### config.mk
export PLATFORM = sky130hd
export DESIGN_NAME = i2c_bus_unjam
export DESIGN_NICKNAME = d
export VERILOG_FILES = /design/src/rtl/i2crec_pkg.sv /design/src/rtl/i2crec_sync.sv /design/src/rtl/i2crec_timer.sv /design/src/rtl/i2crec_fsm.sv /design/src/rtl/i2c_bus_unjam.sv
export SDC_FILE = /design/constraint.sdc
export NUM_CORES = 1
export LEC_CHECK = 0
export BUFFER_PORTS_ARGS = -buffer_cell sky130_fd_sc_hd__buf_2
export CAP_MARGIN = 20
export CORE_UTILIZATION = 45
export CTS_CLUSTER_SIZE = 14
export DETAILED_ROUTE_END_ITERATION = 8
export PLACE_DENSITY = 0.64
export SLEW_MARGIN = 20
export SYNTH_ARGS = -nofsm -noshare
export SYNTH_HDL_FRONTEND = slang
export SYNTH_SLANG_ARGS = --single-unit
### constraint.sdc
create_clock -name clk -period 4.2 [get_ports clk]
set_input_delay 0.84 -clock clk [delete_from_list [all_inputs] [get_ports clk]]
set_output_delay 0.84 -clock clk [all_outputs]
set_load 0.01 [all_outputs]
### src/rtl/i2crec_pkg.sv
package i2crec_pkg;

  typedef enum logic [2:0] {
    ST_IDLE   = 3'd0,
    ST_SETTLE = 3'd1,
    ST_CLKHI  = 3'd2,
    ST_CLKLO  = 3'd3,
    ST_SDALO  = 3'd4,
    ST_SCLHI  = 3'd5,
    ST_FREE   = 3'd6,
    ST_DONE   = 3'd7
  } rec_state_e;

  // System clocks in one half period, floored at four.
  function automatic int half_cycles(int clk_hz, int half_us);
    int c;
    c = (clk_hz / 1000000) * half_us;
    return (c < 4) ? 4 : c;
  endfunction

  // Bits needed to count pulses up to the limit.
  function automatic int count_bits(int limit);
    return (limit < 1) ? 1 : $clog2(limit + 1);
  endfunction

  // Phases in which the sequencer pulls SCL low.
  function automatic logic scl_pulled(rec_state_e s);
    return (s == ST_SETTLE) || (s == ST_CLKLO) || (s == ST_SDALO);
  endfunction

  // Phases in which the sequencer pulls SDA low.
  function automatic logic sda_pulled(rec_state_e s);
    return (s == ST_SDALO) || (s == ST_SCLHI);
  endfunction

  // Phases that last one half period.
  function automatic logic timed_phase(rec_state_e s);
    return (s != ST_IDLE) && (s != ST_DONE);
  endfunction

endpackage

### src/rtl/i2crec_sync.sv
module i2crec_sync #(
  parameter int STAGES = 2
) (
  input  logic clk,
  input  logic rst_n,
  input  logic d_i,
  output logic q_o
);
  logic [STAGES-1:0] chain_q;

  generate
    for (genvar g = 0; g < STAGES; g++) begin : g_stage
      always_ff @(posedge clk or negedge rst_n) begin
        if (!rst_n) chain_q[g] <= 1'b1;
        else if (g == 0) chain_q[g] <= d_i;
        else chain_q[g] <= chain_q[(g == 0) ? 0 : g-1];
      end
    end
  endgenerate

  assign q_o = chain_q[STAGES-1];
endmodule

### src/rtl/i2crec_timer.sv
module i2crec_timer #(
  parameter int HALF = 500
) (
  input  logic clk,
  input  logic rst_n,
  input  logic run_i,
  output logic tick_o
);
  localparam int CW = $clog2(HALF);
  localparam logic [CW-1:0] LAST = CW'(HALF - 1);

  logic [CW-1:0] cnt_q;

  assign tick_o = run_i && (cnt_q == LAST);

  always_ff @(posedge clk or negedge rst_n) begin
    if (!rst_n) cnt_q <= '0;
    else if (!run_i || tick_o) cnt_q <= '0;
    else cnt_q <= cnt_q + 1'b1;
  end

  // Ticks inside one running stretch are at least HALF cycles apart.
  assert_tick_spacing_R3: assert property (@(posedge clk) disable iff (!rst_n)
    (tick_o && run_i) |=> !tick_o);
endmodule

### src/rtl/i2crec_fsm.sv
module i2crec_fsm
  import i2crec_pkg::*;
#(
  parameter int MAX_PULSES = 9
) (
  input  logic       clk,
  input  logic       rst_n,
  input  logic       kick_i,
  input  logic       tick_i,
  input  logic       sda_s_i,
  output rec_state_e state_o,
  output logic       run_o,
  output logic       decide_o,
  output logic       free_o
);
  localparam int PW = count_bits(MAX_PULSES);
  localparam logic [PW-1:0] LIMIT = PW'(MAX_PULSES);

  rec_state_e state_q, state_n;
  logic [PW-1:0] pulses_q, pulses_n, cand_w;
  logic free_q, free_n;
  logic decide_w;

  assign decide_w = tick_i && (state_q == ST_SETTLE || state_q == ST_CLKLO);
  assign cand_w   = (state_q == ST_CLKLO) ? pulses_q + 1'b1 : '0;

  always_comb begin
    state_n  = state_q;
    pulses_n = pulses_q;
    free_n   = free_q;
    unique case (state_q)
      ST_IDLE: if (kick_i) begin
        state_n  = ST_SETTLE;
        pulses_n = '0;
      end
      ST_SETTLE, ST_CLKLO: if (decide_w) begin
        pulses_n = cand_w;
        if (!sda_s_i && (cand_w < LIMIT)) state_n = ST_CLKHI;
        else begin
          state_n = ST_SDALO;
          free_n  = sda_s_i;
        end
      end
      ST_CLKHI: if (tick_i) state_n = ST_CLKLO;
      ST_SDALO: if (tick_i) state_n = ST_SCLHI;
      ST_SCLHI: if (tick_i) state_n = ST_FREE;
      ST_FREE:  if (tick_i) state_n = ST_DONE;
      ST_DONE:  state_n = ST_IDLE;
      default:  state_n = ST_IDLE;
    endcase
  end

  always_ff @(posedge clk or negedge rst_n) begin
    if (!rst_n) begin
      state_q  <= ST_IDLE;
      pulses_q <= '0;
      free_q   <= 1'b0;
    end else begin
      state_q  <= state_n;
      pulses_q <= pulses_n;
      free_q   <= free_n;
    end
  end

  assign state_o  = state_q;
  assign run_o    = timed_phase(state_q);
  assign decide_o = decide_w;
  assign free_o   = free_q;

  // The pulse count never passes the limit.
  assert_pulse_cap_R5: assert property (@(posedge clk) disable iff (!rst_n)
    pulses_q <= LIMIT);

  // Once past the settle phase, no request restarts the sequence.
  assert_kick_ignored_R9: assert property (@(posedge clk) disable iff (!rst_n)
    (state_q != ST_IDLE && state_q != ST_SETTLE) |=> state_q != ST_SETTLE);

  // A high SDA sample always ends the pulse loop.
  assert_high_ends_loop_R4: assert property (@(posedge clk) disable iff (!rst_n)
    (decide_w && sda_s_i) |=> state_q == ST_SDALO);

  // The result flag moves only at a loop decision.
  assert_flag_stable_R8: assert property (@(posedge clk) disable iff (!rst_n)
    !decide_w |=> $stable(free_q));
endmodule

### src/rtl/i2c_bus_unjam.sv
module i2c_bus_unjam
  import i2crec_pkg::*;
#(
  parameter int CLK_HZ     = 100000000,
  parameter int HALF_US    = 5,
  parameter int MAX_PULSES = 9
) (
  input  logic clk,
  input  logic rst_n,
  input  logic kick_i,
  input  logic sda_in_i,
  output logic scl_pull_o,
  output logic sda_pull_o,
  output logic busy_o,
  output logic done_o,
  output logic sda_free_o
);
  localparam int HALF = half_cycles(CLK_HZ, HALF_US);

  rec_state_e state_w;
  logic sda_s_w, tick_w, run_w, decide_w, free_w;

  i2crec_sync #(.STAGES(2)) u_sync (
    .clk(clk), .rst_n(rst_n), .d_i(sda_in_i), .q_o(sda_s_w)
  );

  i2crec_timer #(.HALF(HALF)) u_timer (
    .clk(clk), .rst_n(rst_n), .run_i(run_w), .tick_o(tick_w)
  );

  i2crec_fsm #(.MAX_PULSES(MAX_PULSES)) u_fsm (
    .clk(clk), .rst_n(rst_n), .kick_i(kick_i), .tick_i(tick_w),
    .sda_s_i(sda_s_w), .state_o(state_w), .run_o(run_w),
    .decide_o(decide_w), .free_o(free_w)
  );

  assign scl_pull_o = scl_pulled(state_w);
  assign sda_pull_o = sda_pulled(state_w);
  assign busy_o     = (state_w != ST_IDLE);
  assign done_o     = (state_w == ST_DONE);
  assign sda_free_o = free_w;

  // A recovery opens with SCL held low and SDA let go.
  assert_open_release_R2: assert property (@(posedge clk) disable iff (!rst_n)
    $rose(busy_o) |-> (scl_pull_o && !sda_pull_o));

  // SDA is let go only while SCL is released: the STOP edge.
  assert_stop_edge_R6: assert property (@(posedge clk) disable iff (!rst_n)
    $fell(sda_pull_o) |-> !scl_pull_o);

  // Done lasts one cycle and ends the busy window.
  assert_done_single_R7: assert property (@(posedge clk) disable iff (!rst_n)
    done_o |=> (!done_o && !busy_o));
endmodule

## Yosys cells after proc, flatten, opt, wreduce, memory -nomap -nowiden

Index checks and enable logic that the tools add are counted.

- Bits in registers: 19
- Output and inout port bits: 5
- Logic and storage cells: 55

- Add/sub/neg operators: 2
- Magnitude comparators: 1
- Eq/ne operators: 15
- Multiplexer cells: 13
- Bitwise logic cells: 1
- Reduce and logical (&&, ||, !) cells: 17

Operators by type and width:

| operator | count |
|---|---|
| 3-bit two-way mux | 7 |
| 3-bit one-hot mux with 7 select lines | 1 |
| 3-bit == test, second input constant | 4 |
| 4-bit two-way mux | 3 |
| 9-bit by 1-bit adder with 9-bit output, second input constant | 1 |
| 9-bit == test, second input constant | 1 |
| 9-bit two-way mux | 1 |
| 2-bit by 1-bit != test with 1-bit output, second input constant | 4 |
| 4-bit one-hot mux with 2 select lines | 1 |
| 3-bit by 2-bit == test with 1-bit output, second input constant | 2 |
| 3-bit AND reduction | 2 |
| 6-bit AND reduction | 1 |
| 4-bit by 1-bit adder with 4-bit output, second input constant | 1 |
| 1-bit logical AND | 4 |
| 1-bit logical OR | 4 |
| 4-bit < comparator, second input constant | 1 |
| 2-bit != test, second input constant | 2 |
| 3-bit by 1-bit == test with 1-bit output, second input constant | 1 |
| 3-bit logical NOT | 1 |
| 3-bit != test, second input constant | 1 |
| 3-bit nonzero test | 1 |
| 1-bit logical NOT | 2 |
| 2-bit nonzero test | 1 |
| 2-bit OR reduction | 1 |
| 1-bit inverter | 1 |

## Depth between registers and ports, before layout

- Word-level depth: 7
- Gate-level depth with buffers: 6
- Mapped depth without buffers: 5

## Cells and area by module

Synthesis repeated with hierarchy kept, for this count alone.

- Cell total of the unflattened synthesis: 111
- Area, all modules: 1076.0 um^2

By module, submodules not included:

| module | times used | cells each | area an instance (um^2) | sequential area each (um^2) |
|---|---|---|---|---|
| i2crec_timer | 1 | 47 | 493.0 | 225.2 |
| i2crec_fsm | 1 | 57 | 488.0 | 200.2 |
| i2crec_sync | 1 | 2 | 52.6 | 52.6 |
| i2c_bus_unjam | 1 | 5 | 42.5 | 0.0 |

## Worst setup path after synthesis

No wires, ideal clock.

- Path kind: register -> output
- Start: register u_fsm.state_q[2] (netlist: u_fsm.state_o[2])
- End: output port scl_pull_o
- Data arrival time: 1.072 ns
- Setup slack: 2.288 ns
- Stages on the path, launching flop included: 4
- Buffers on the path: 1
- Cell sequence: dfrtp_1 clkbuf_1 nor2b_1 a21o_1

- Word-level cells in the longest chain between the ends: 3
- Elaborated cells on any way between the ends: 5
- Classes of those cells: 3 x eq/ne; 2 x reduce/logical

Ends and longest elaborated chain:

| element | RTL line | text |
|---|---|---|
| from (decl) | i2crec_fsm.sv:19 | `rec_state_e state_q, state_n;` |
| from (signal assigned) | i2crec_fsm.sv:59 | `state_q <= state_n;` |
| 3-bit by 1-bit == test with 1-bit output / 3-bit by 2-bit == test with 1-bit output (equally long branches) | i2crec_pkg.sv:28 | `return (s == ST_SETTLE) \|\| (s == ST_CLKLO) \|\| (s == ST_SDALO);` |
| 1-bit logical OR | i2crec_pkg.sv:28 |  |
| 1-bit logical OR (*) | i2crec_pkg.sv:28 |  |
| to (decl) | i2c_bus_unjam.sv:12 | `output logic scl_pull_o,` |

Every way passes the cells marked *; elsewhere a longest branch is shown, timed or not.

## Worst setup path in the final report

- Start: register u_fsm.state_q[0] (netlist: u_fsm.state_o[0])
- End: output port scl_pull_o

The elaborated chain is that of the path after synthesis.

==> flow_summary.ini <==
[layout]
design.final.nets = 121
area_delta_synth_final_pct = 5.71
multiInputGateArea_um2 = 509
n_diodes = 0
post_route_cells_drive_above_1_share_pct = 16.7
post_layout_nonfiller_instances = 142
final.fill_count = 216
ff_latch_area_um2 = 478

[logic_synthesis]
synth.top_cells.by_area = sky130_fd_sc_hd__dfrtp_1, sky130_fd_sc_hd__xor2_1, sky130_fd_sc_hd__dfstp_2, sky130_fd_sc_hd__nor2_1, sky130_fd_sc_hd__nand2_1
synth_edf_count = 0
synth-seq-cells = 19
synth_sequential_area_ratio_pct = 45.5
synth-warning-count = 0
async_flop_share_pct = 100
post_synth_instance_area_mm2 = 0.00105
synth_cell_type_count = 35
synthesis.nets = 113
synth_largest_area_cell = sky130_fd_sc_hd__dfrtp_1
postSynthCellCount = 107
syn_area_per_cell_um2 = 9.82
synth_top_area_share_pct = 40.5
yosys_most_used_dff = sky130_fd_sc_hd__dfrtp_1

[drt]
routed_wirelength_mm = 1.81
detailedRoute.firstPassIterationCount = 4
count_of_routing_violations_after_the_opening_detailed_route_iteration = 12
via_density_per_instance = 5.36
dr_total_vias = 761
detail_route.wl_per_cell_um = 12.8
antenna_left = 0
route.detailed.drc = 0

[cts]
cts.root.buffer_cell = sky130_fd_sc_hd__clkbuf_4
numCtsBuffers = 3
ctsHtreeMaxLevel = 1
cts-resized-gates = 0
post_cts.repair.setup_buffers = 0
clk_pin_slew_worst_paths_ps = 100
cts-root-to-sink-buffers = 2
cts_sinks = 19
cts_hold_buffers = 0
cts_tree = yes
clock_latency_ps = 280

[power_and_ir_drop]
p_leak_nw = 0.525
pwr-share-seq_pct = 66.6
power.density_cell_area_mw_per_mm2 = 250
power_switching_mw = 0.0548
irDropWorstVdd_v = 0.000167
internal_power_mw = 0.223
combPwrFrac_pct = 2.3
clockPowerShare_pct = 31.2
power.share.switching_pct = 19.7

[timing]
layout_min_cycle_time_ps = 2230
grt_setup_unrepaired = no
fmaxAchievable_mhz = 448
slew_headroom_pct = 56.0
period_utilization_pct = 53.2
finalSetupViolCount = 0
finalWorstSetupSlack_ps = 1970
worst_pin_slew_ps = 651
final-hold-violation-count = 0
final-max-slew-violation-count = 0
final.setup_skew_ps = 3.18
fin_setup_tns_ps = 0

[worst_setup_path]
ff2ff_setup_slack_ps = 2390
critPathRequiredTime_ps = 3360
worstReg2RegStart = u_fsm.pulses_q[0]
start_kind = register
worst_setup_path_end_kind = output port
worst-endpoint-arrival_ps = 1390
ff2ff_path_depth = 5
rr_endpoint = u_fsm.state_o[1]
path_max_fanout = 10
critPathKind = reg -> out

[global_route]
grt_antenna_before_repair = 0
number_of_global_route_vias_before_repair = 710
grt_overflow = 0
maximum_number_of_pins_on_one_net_before_global_route_repair = 20
grt_first_pass_wirelength_mm = 3.13
global_route.usage.total_pct = 16.3

[placed_design]
dpl.hpwl_mm = 1.36
globalplace.congestion = 0.807
port_buffers = 8
post-place-ws_ps = 2310
dp_cells = 138

[floorplan]
effective_utilization_at_floorplan_pct = 47.5
io_pins = 9
die_h_um = 50.3
floorplan.core_area_mm2 = 0.00221
die_x_um = 50.3
design.die.area_mm2 = 0.00253
num_rows = 17

[min_path]
hold_class = reg -> reg
whs_endpoint = u_sync.q_o
hold_path_stages = 0
holdCritStartpoint = u_sync.chain_q[0]

[run]
max_cap_violations = 0

[run_status]
outcome = complete, no violations
==> worst max-delay path, cell delays in order, from the launching register on <==
cell	delay [ps]
sky130_fd_sc_hd__dfrtp_1	520
sky130_fd_sc_hd__inv_1	160
sky130_fd_sc_hd__nor2_1	200
sky130_fd_sc_hd__a21o_1	110
sky130_fd_sc_hd__buf_2	120
==> flip-flops by register name (all words and copies together) (netlist names) <==
signal          flops
u_sync.chain_q      1
u_timer.cnt_q       9
u_fsm.free_o        1
u_fsm.state_o       3
u_fsm.pulses_q      4
u_sync.q_o          1
==> worst max-delay path by stage <==
| stage | from | endpoint | slack, ps | cells after the start |
|---|---|---|---|---|
| detailed placement | u_fsm.state_o[0] | scl_pull_o | 2310 | 4 |
| finish | u_fsm.state_o[0] | scl_pull_o | 1970 | 4 |
| floorplan | u_fsm.state_o[2] | scl_pull_o | 2290 | 3 |
| CTS | u_fsm.state_o[0] | scl_pull_o | 1980 | 4 |
| global placement | u_fsm.state_o[0] | scl_pull_o | 2340 | 4 |
| global route | u_fsm.state_o[0] | scl_pull_o | 1920 | 4 |
==> through the flow <==
step                      utilization [%]  area, µm²  hold WS [ps]  total power [mW]
after floorplan                         -       1050           345             0.190
after global placement               49.0       1080           345             0.195
after detailed placement             49.0       1080           347             0.195
after CTS                            50.2       1110           361             0.282
after global routing                 50.2       1110           368             0.291
final                                50.2       1110           361             0.278
==> cell usage in the layout (no fill, tap or decap) <==
| cell | Yosys | routed |
|---|---|---|
| sky130_fd_sc_hd__o311ai_0 | 1 | 1 |
| sky130_fd_sc_hd__and3_2 | 1 | 1 |
| sky130_fd_sc_hd__nand2_1 | 9 | 9 |
| sky130_fd_sc_hd__xnor2_1 | 1 | 1 |
| sky130_fd_sc_hd__a221oi_1 | 1 | 1 |
| sky130_fd_sc_hd__xor2_1 | 7 | 7 |
| sky130_fd_sc_hd__nor2_1 | 13 | 13 |
| sky130_fd_sc_hd__o21ai_0 | 6 | 6 |
| sky130_fd_sc_hd__clkbuf_4 | 0 | 3 |
| sky130_fd_sc_hd__a31oi_1 | 2 | 2 |
| sky130_fd_sc_hd__nor2b_1 | 1 | 1 |
| sky130_fd_sc_hd__nand4_1 | 5 | 5 |
| sky130_fd_sc_hd__ha_1 | 2 | 2 |
| sky130_fd_sc_hd__nor3_1 | 1 | 1 |
| sky130_fd_sc_hd__and3_1 | 4 | 4 |
| sky130_fd_sc_hd__and3b_1 | 1 | 1 |
| sky130_fd_sc_hd__o22a_1 | 1 | 1 |
| sky130_fd_sc_hd__inv_1 | 6 | 6 |
| sky130_fd_sc_hd__clkbuf_1 | 1 | 1 |
| sky130_fd_sc_hd__nand2b_1 | 3 | 3 |
| sky130_fd_sc_hd__nand3_1 | 2 | 2 |
| sky130_fd_sc_hd__o211a_1 | 1 | 1 |
| sky130_fd_sc_hd__a31o_2 | 2 | 2 |
| sky130_fd_sc_hd__buf_2 | 0 | 8 |
| sky130_fd_sc_hd__o41ai_1 | 1 | 1 |
| sky130_fd_sc_hd__mux2i_1 | 3 | 3 |
| sky130_fd_sc_hd__a211o_2 | 1 | 1 |
| sky130_fd_sc_hd__or3_4 | 1 | 1 |
| sky130_fd_sc_hd__a21oi_1 | 3 | 3 |
| sky130_fd_sc_hd__a21o_1 | 1 | 1 |
| sky130_fd_sc_hd__nor4bb_4 | 1 | 1 |
| sky130_fd_sc_hd__dfrtp_1 | 17 | 17 |
| sky130_fd_sc_hd__dfstp_2 | 2 | 2 |
| sky130_fd_sc_hd__a32oi_1 | 1 | 1 |
| sky130_fd_sc_hd__and2_1 | 1 | 1 |
==> layout make-up <==
class | count | share of cell area, %
timing repair buffer | 8 | 3.60
inverter | 6 | 2.03
sequential | 19 | 43.0
clock buffer | 4 | 2.36
multi-input combinational | 77 | 45.8
tap | 28 | 3.15
==> synthesized netlist by cell type, types with 2 or more instances <==
library cell / count
sky130_fd_sc_hd__nand2_1: 9
sky130_fd_sc_hd__nand2b_1: 3
sky130_fd_sc_hd__nand3_1: 2
sky130_fd_sc_hd__xor2_1: 7
sky130_fd_sc_hd__dfstp_2: 2
sky130_fd_sc_hd__mux2i_1: 3
sky130_fd_sc_hd__nand4_1: 5
sky130_fd_sc_hd__buf_6: 2
sky130_fd_sc_hd__buf_4: 2
sky130_fd_sc_hd__nor2_1: 13
sky130_fd_sc_hd__dfrtp_1: 17
sky130_fd_sc_hd__o21ai_0: 6
sky130_fd_sc_hd__a31o_2: 2
sky130_fd_sc_hd__inv_1: 6
sky130_fd_sc_hd__a31oi_1: 2
sky130_fd_sc_hd__a21oi_1: 3
sky130_fd_sc_hd__ha_1: 2
sky130_fd_sc_hd__and3_1: 4
==> power groups by stage <==
stage | clock network, mW | logic, mW | registers (mW)
after floorplan | 0 | 0.00118 | 0.188
after global placement | 0 | 0.00665 | 0.189
after detailed placement | 0 | 0.00673 | 0.188
after CTS | 0.0900 | 0.00672 | 0.185
after global routing | 0.0983 | 0.00775 | 0.185
final | 0.0866 | 0.00633 | 0.185
==> metal layers <==
layer	vias up	GRT usage, %	share of wire (%)
met5	-	0	0
met1	360	22.8	52
li1	389	-	-
met2	10	25.6	45
met4	0	6.94	0.55
met3	2	1.82	2.6
==> kinds of logic (layout without fill, tap and decap cells) <==
family                     after synthesis  count (layout)  share of synthesized area [%]
and+or+nand+nor                         43              43                           22.6
AOI/OAI and AO/OA                       21              21                           13.9
DFF                                     19              19                           45.5
buffers and inverters                   11              18                           6.07
xor gates and xnor gates                 8               8                           6.67
muxes                                    3               3                           2.86
adders and majority gates                2               2                           2.38
Power figures use the tool's default switching activity.
